**src/rtl/status_pkg.sv**
```systemverilog
package status_pkg;
  typedef struct packed {
    logic load;
    logic shift;
  } statusCtrl_t;
endpackage

```
**src/rtl/status_ctrl.sv**
```systemverilog
module status_ctrl
  import status_pkg::*;
(
  input  logic        latchStb,
  input  logic        shiftEn,
  output statusCtrl_t ctrl
);
  // Load has priority over shift
  always_comb begin
    ctrl.load  = latchStb;
    ctrl.shift = shiftEn & ~latchStb;
  end
endmodule

```
**src/rtl/status_datapath.sv**
```systemverilog
module status_datapath
  import status_pkg::*;
#(
  parameter int NUM_CH    = 16,
  parameter int DC_BITS   = 6,
  parameter int WORD_BITS = 192
) (
  input  logic                      clk,
  input  logic                      rstN,
  input  statusCtrl_t               ctrl,
  input  logic [NUM_CH-1:0]         chanOn,
  input  logic [NUM_CH-1:0]         openLoadRaw,
  input  logic                      thermalFlag,
  input  logic [NUM_CH*DC_BITS-1:0] dcValues,
  output logic [WORD_BITS-1:0]      statusWord,
  output logic                      errN
);
  localparam int TEF_POS = NUM_CH;
  localparam int DC_LSB  = ((NUM_CH + 1 + 7) / 8) * 8;
  localparam int DC_MSB  = DC_LSB + NUM_CH * DC_BITS - 1;

  logic [NUM_CH-1:0]  maskedOl;
  wire [WORD_BITS-1:0] loadWord;
  logic               errReg;

  assign maskedOl = openLoadRaw & chanOn;

  genvar ch;
  generate
    for (ch = 0; ch < NUM_CH; ch++) begin : g_chan
      assign loadWord[ch] = maskedOl[ch];
      assign loadWord[DC_LSB + ch*DC_BITS +: DC_BITS] = dcValues[ch*DC_BITS +: DC_BITS];
    end
    if (DC_LSB - 1 > TEF_POS) begin : g_gapLow
      assign loadWord[DC_LSB-1:TEF_POS+1] = '0;
    end
    if (WORD_BITS - 1 > DC_MSB) begin : g_gapHigh
      assign loadWord[WORD_BITS-1:DC_MSB+1] = '0;
    end
  endgenerate
  assign loadWord[TEF_POS] = thermalFlag;

  always_ff @(posedge clk) begin
    if (!rstN) begin
      statusWord <= '0;
    end else if (ctrl.load) begin
      statusWord <= loadWord;
    end else if (ctrl.shift) begin
      statusWord <= {statusWord[WORD_BITS-2:0], 1'b0};
    end
  end

  always_ff @(posedge clk) begin
    if (!rstN) errReg <= 1'b0;
    else       errReg <= (|maskedOl) | thermalFlag;
  end

  assign errN = ~errReg;
endmodule

```
**src/rtl/status_shift_out.sv**
```systemverilog
module status_shift_out
  import status_pkg::*;
#(
  parameter int NUM_CH    = 16,
  parameter int DC_BITS   = 6,
  parameter int WORD_BITS = 192
) (
  input  logic                      clk,
  input  logic                      rstN,
  input  logic                      latchStb,
  input  logic                      shiftEn,
  input  logic [NUM_CH-1:0]         chanOn,
  input  logic [NUM_CH-1:0]         openLoadRaw,
  input  logic                      thermalFlag,
  input  logic [NUM_CH*DC_BITS-1:0] dcValues,
  output logic                      serOut,
  output logic                      errN
);
  statusCtrl_t           ctrl;
  logic [WORD_BITS-1:0]  statusWord;

  status_ctrl i_ctrl (
    .latchStb (latchStb),
    .shiftEn  (shiftEn),
    .ctrl     (ctrl)
  );

  status_datapath #(
    .NUM_CH    (NUM_CH),
    .DC_BITS   (DC_BITS),
    .WORD_BITS (WORD_BITS)
  ) i_dp (
    .clk         (clk),
    .rstN        (rstN),
    .ctrl        (ctrl),
    .chanOn      (chanOn),
    .openLoadRaw (openLoadRaw),
    .thermalFlag (thermalFlag),
    .dcValues    (dcValues),
    .statusWord  (statusWord),
    .errN        (errN)
  );

  assign serOut = statusWord[WORD_BITS-1];
endmodule

```
**config.mk**
```make
export PLATFORM = sky130hd
export DESIGN_NAME = status_shift_out
export DESIGN_NICKNAME = d
export VERILOG_FILES = /design/src/rtl/status_pkg.sv /design/src/rtl/status_ctrl.sv /design/src/rtl/status_datapath.sv /design/src/rtl/status_shift_out.sv
export SDC_FILE = /design/constraint.sdc
export NUM_CORES = 1
export LEC_CHECK = 0
export BUFFER_PORTS_ARGS = -buffer_cell sky130_fd_sc_hd__buf_4
export CAP_MARGIN = 0
export CORE_AREA = 2 2 110 165
export CTS_BUF_LIST = sky130_fd_sc_hd__clkbuf_4 sky130_fd_sc_hd__clkbuf_8
export DETAILED_ROUTE_END_ITERATION = 12
export DIE_AREA = 0 0 112 167
export GPL_TIMING_DRIVEN = 0
export PLACE_DENSITY = 0.75
export SYNTH_ARGS = -nofsm -noshare
export SYNTH_HDL_FRONTEND = slang
export SYNTH_HIERARCHICAL = 1
export SYNTH_SLANG_ARGS = --single-unit
```
**constraint.sdc**
```tcl
create_clock -name clk -period 1.44 [get_ports clk]
set_clock_uncertainty 0.2 [all_clocks]
set_input_delay 0.288 -clock clk [delete_from_list [all_inputs] [get_ports clk]]
set_output_delay 0.288 -clock clk [all_outputs]
set_load 0.05 [all_outputs]
```
==> impl_metrics.yaml <==
synth:
  synthSimpleGateAreaFrac: 0.176
  synth_compound_area_frac: 0.0752
  synth_area_mm2: 0.00847
  synth_async_sr_flop_share: 0
  synth_edf_count: 0
  synth_most_common_cell: "dfxtp_1"
  synth.area.mux_share: 0.226
  synth_top_area_frac: 0.456
  syn_inst: 885
  syn_nets: 1018
  synth.area.top_cells: "dfxtp_1 46%, mux2i_1 23%, and2_1 8.3%"
  synth_xor_area_frac: 0
  synthAdderAreaFrac: 0
  synth_flop_cell: "dfxtp_1"
  synth-warning-count: 6
  yosysTopAreaCell: "dfxtp_1"
  ys_seq_area_frac: 0.456
  synth_seq_cells: 193
  yosys-top-cells-count: "193 x dfxtp_1, 191 x mux2i_1, 112 x and2_1"
  synth.distinct_cells: 28
  synth_top_family_by_area: "multiplexers"
  syn_area_per_cell_um2: 9.57
sta:
  setup_viol: 1
  slew_violations: 0
  worstMarginPinSlew_ns: 0.519
  setup_slack_ns: -0.0580
  fmax_ghz: 0.668
  rsz0062_at_grt: "yes"
  finalCritPeriodShare: 1.04
  hold_violations: 0
  fin_crit_ns: 1.50
  max_slew_margin: 0.654
global_route:
  grt.met3_usage: 0.0317
  grtUsageMet1: 0.220
  overflow: 0
  grt_pass1_vias: 6835
  grt_use_met2: 0.379
  grt_pass1_wl_um: 30800
  antenna_found_initial: 0
  grt_max_degree: 18
  grt-busiest-layer: "met2"
  grt_usage: 0.200
finish:
  fin_nets: 1283
  syn_to_final_growth_pct: 33.4
  diodes: 0
  drive_gt1_frac: 0.187
  stdcell_count: 1376
pwr:
  leakagePower_nw: 4.63
  power.density_mw_per_mm2: 939
  ir_drop_mv: 0.594
setup_path:
  path_max_fanout: 2
  cp_slowest_cell: "dlygate4sd3_1"
  end_kind: "flip-flop"
  worst-endpoint-arrival_ns: 1.63
  crit_chain: "dlygate4sd3_1 -> buf_4 -> a21oi_1 -> nand3_1 -> o21a_1"
  required_ns: 1.57
  critPathMaxStageDelay_ns: 0.57
  critPathBufInv: 2
  setup.worst_path.start_class: "primary input"
  path_delay_family: "buffers and inverters"
  criticalPathCategory: "in -> reg"
status:
  violations: "setup timing"
  status: "complete, but fails checks"
drt:
  drc: 0
  ant_nets: 0
  firstDrtPassIters: 5
  routed_wl_um: 18800
  via_per_inst: 4.94
  drt_iter0_drc: 244
  wl_per_cell_um: 13.7
  route.vias.total: 6791
clock_network:
  cts.path.max_buffers: 2
  h-tree-depth: 4
  clk_latency_ns: 0.44
  path_clk_slew_ns: 0.09
  post-cts-setup-buffers: 0
  clock_sinks: 193
  root_buffer: "clkbuf_8"
  cts_made_buffers: 17
  cts_tree: "built"
floorplanning:
  dieWidth_um: 112
  boundaryPins: 135
  die_y_um: 167
  num_rows: 59
  initial_core_util: 0.490
  dieArea_mm2: 0.0187
  core_mm2: 0.0173
run:
  cap_viol_max_count: 0
placement:
  dp.cells: 1232
  dp_worst_setup_slack_ns: -0.410
  hpwl_um: 12300
  io_buffers: 134
  gp_congestion: 0.777
hold_path:
  hold_path.class: "in -> reg"
[worst paths after layout]
path | slack [ns] | cells past startpoint | endpoint | start
setup / recovery | -0.06 | 5 | i_dp/errReg | openLoadRaw[15]
hold / removal | 0.04 | 4 | i_dp/statusWord[2] | openLoadRaw[2]
setup reg to reg | 0.42 | 3 | i_dp/statusWord[108] | i_dp/statusWord[107]
hold reg to reg | 0.29 | 2 | i_dp/statusWord[169] | i_dp/statusWord[168]
[worst min-delay path, stage by stage]
cell and delay, ns:
buf_4 0.09, nand3_1 0.08, o21ai_0 0.07, and2_1 0.12
[placed cells by master, fill, tap and decap left out, types with 2 or more instances in the layout]
cell	netlist	layout
mux2i_1	191	191
dfxtp_1	193	191
buf_4	10	139
and2_1	112	112
dlygate4sd3_1	0	110
o21ai_1	100	100
nand2_1	97	97
nor2_1	79	79
clkbuf_1	24	23
clkbuf_8	0	19
buf_2	16	16
nand3_1	16	16
buf_12	12	12
o21ai_0	12	12
inv_6	0	6
buf_6	4	6
buf_8	2	4
a22oi_1	4	4
dlymetal6s4s_1	0	3
clkinvlp_4	0	2
clkbuf_2	1	2
dfxtp_2	0	2
[flip-flops by register name, indices dropped and copies added, names as in the netlist]
name and flops:
i_dp/errReg 1, i_dp/statusWord 192
[cell families after synthesis]
| logic type | count (synthesis) |
|---|---|
| AO/OA/AOI/OAI | 122 |
| buffers and inverters | 70 |
| flip-flops | 193 |
| multiplexers | 191 |
| AND/OR/NAND/NOR | 309 |
[metal layers]
| metal | up-vias | part of all wire |
|---|---|---|
| met5 | - | 0 |
| met4 | 0 | 0.026 |
| met3 | 33 | 0.030 |
| met2 | 145 | 0.53 |
| met1 | 3115 | 0.41 |
| li1 | 3498 | - |
[per-stage QoR]
step	instance area [µm²]	TNS (ns)	hold WS [ns]	total power (W)	util
after floorplan	8470	-6.40	0.260	0.00655	-
after global placement	9740	-61.46	0.272	0.00701	0.564
after detailed placement	9740	-63.95	0.284	0.00704	0.564
after CTS	11300	-0.0618	0.00147	0.0107	0.653
after global routing	11300	-0.140	0.0291	0.0111	0.654
final	11300	-0.0580	0.0430	0.0106	0.654
[area by class of cell]
type	count	area (µm²)
fill	1392	5980
multi-input combinational	622	4040
sequential	193	3870
timing repair buffer	246	2160
buffer	69	567
clock buffer	20	269
tap	213	267
clock inverter	12	123
inverter	1	3.75
[where the power goes]
part           leakage [nW]  internal (W)  switching, W
clock network         0.197       0.00153       0.00189
registers              1.58       0.00551     0.0000883
logic                  2.86      0.000920      0.000673
[what timing repair did]
action / 4_1_cts / 5_1_grt
resized for setup: 4 / 11
hold buffers: 113 / 0
setup endpoints to repair: 2 / 14
hold endpoints to repair: 100 / 0
pin swaps: 0 / 3
Power figures use the tool's default switching activity.
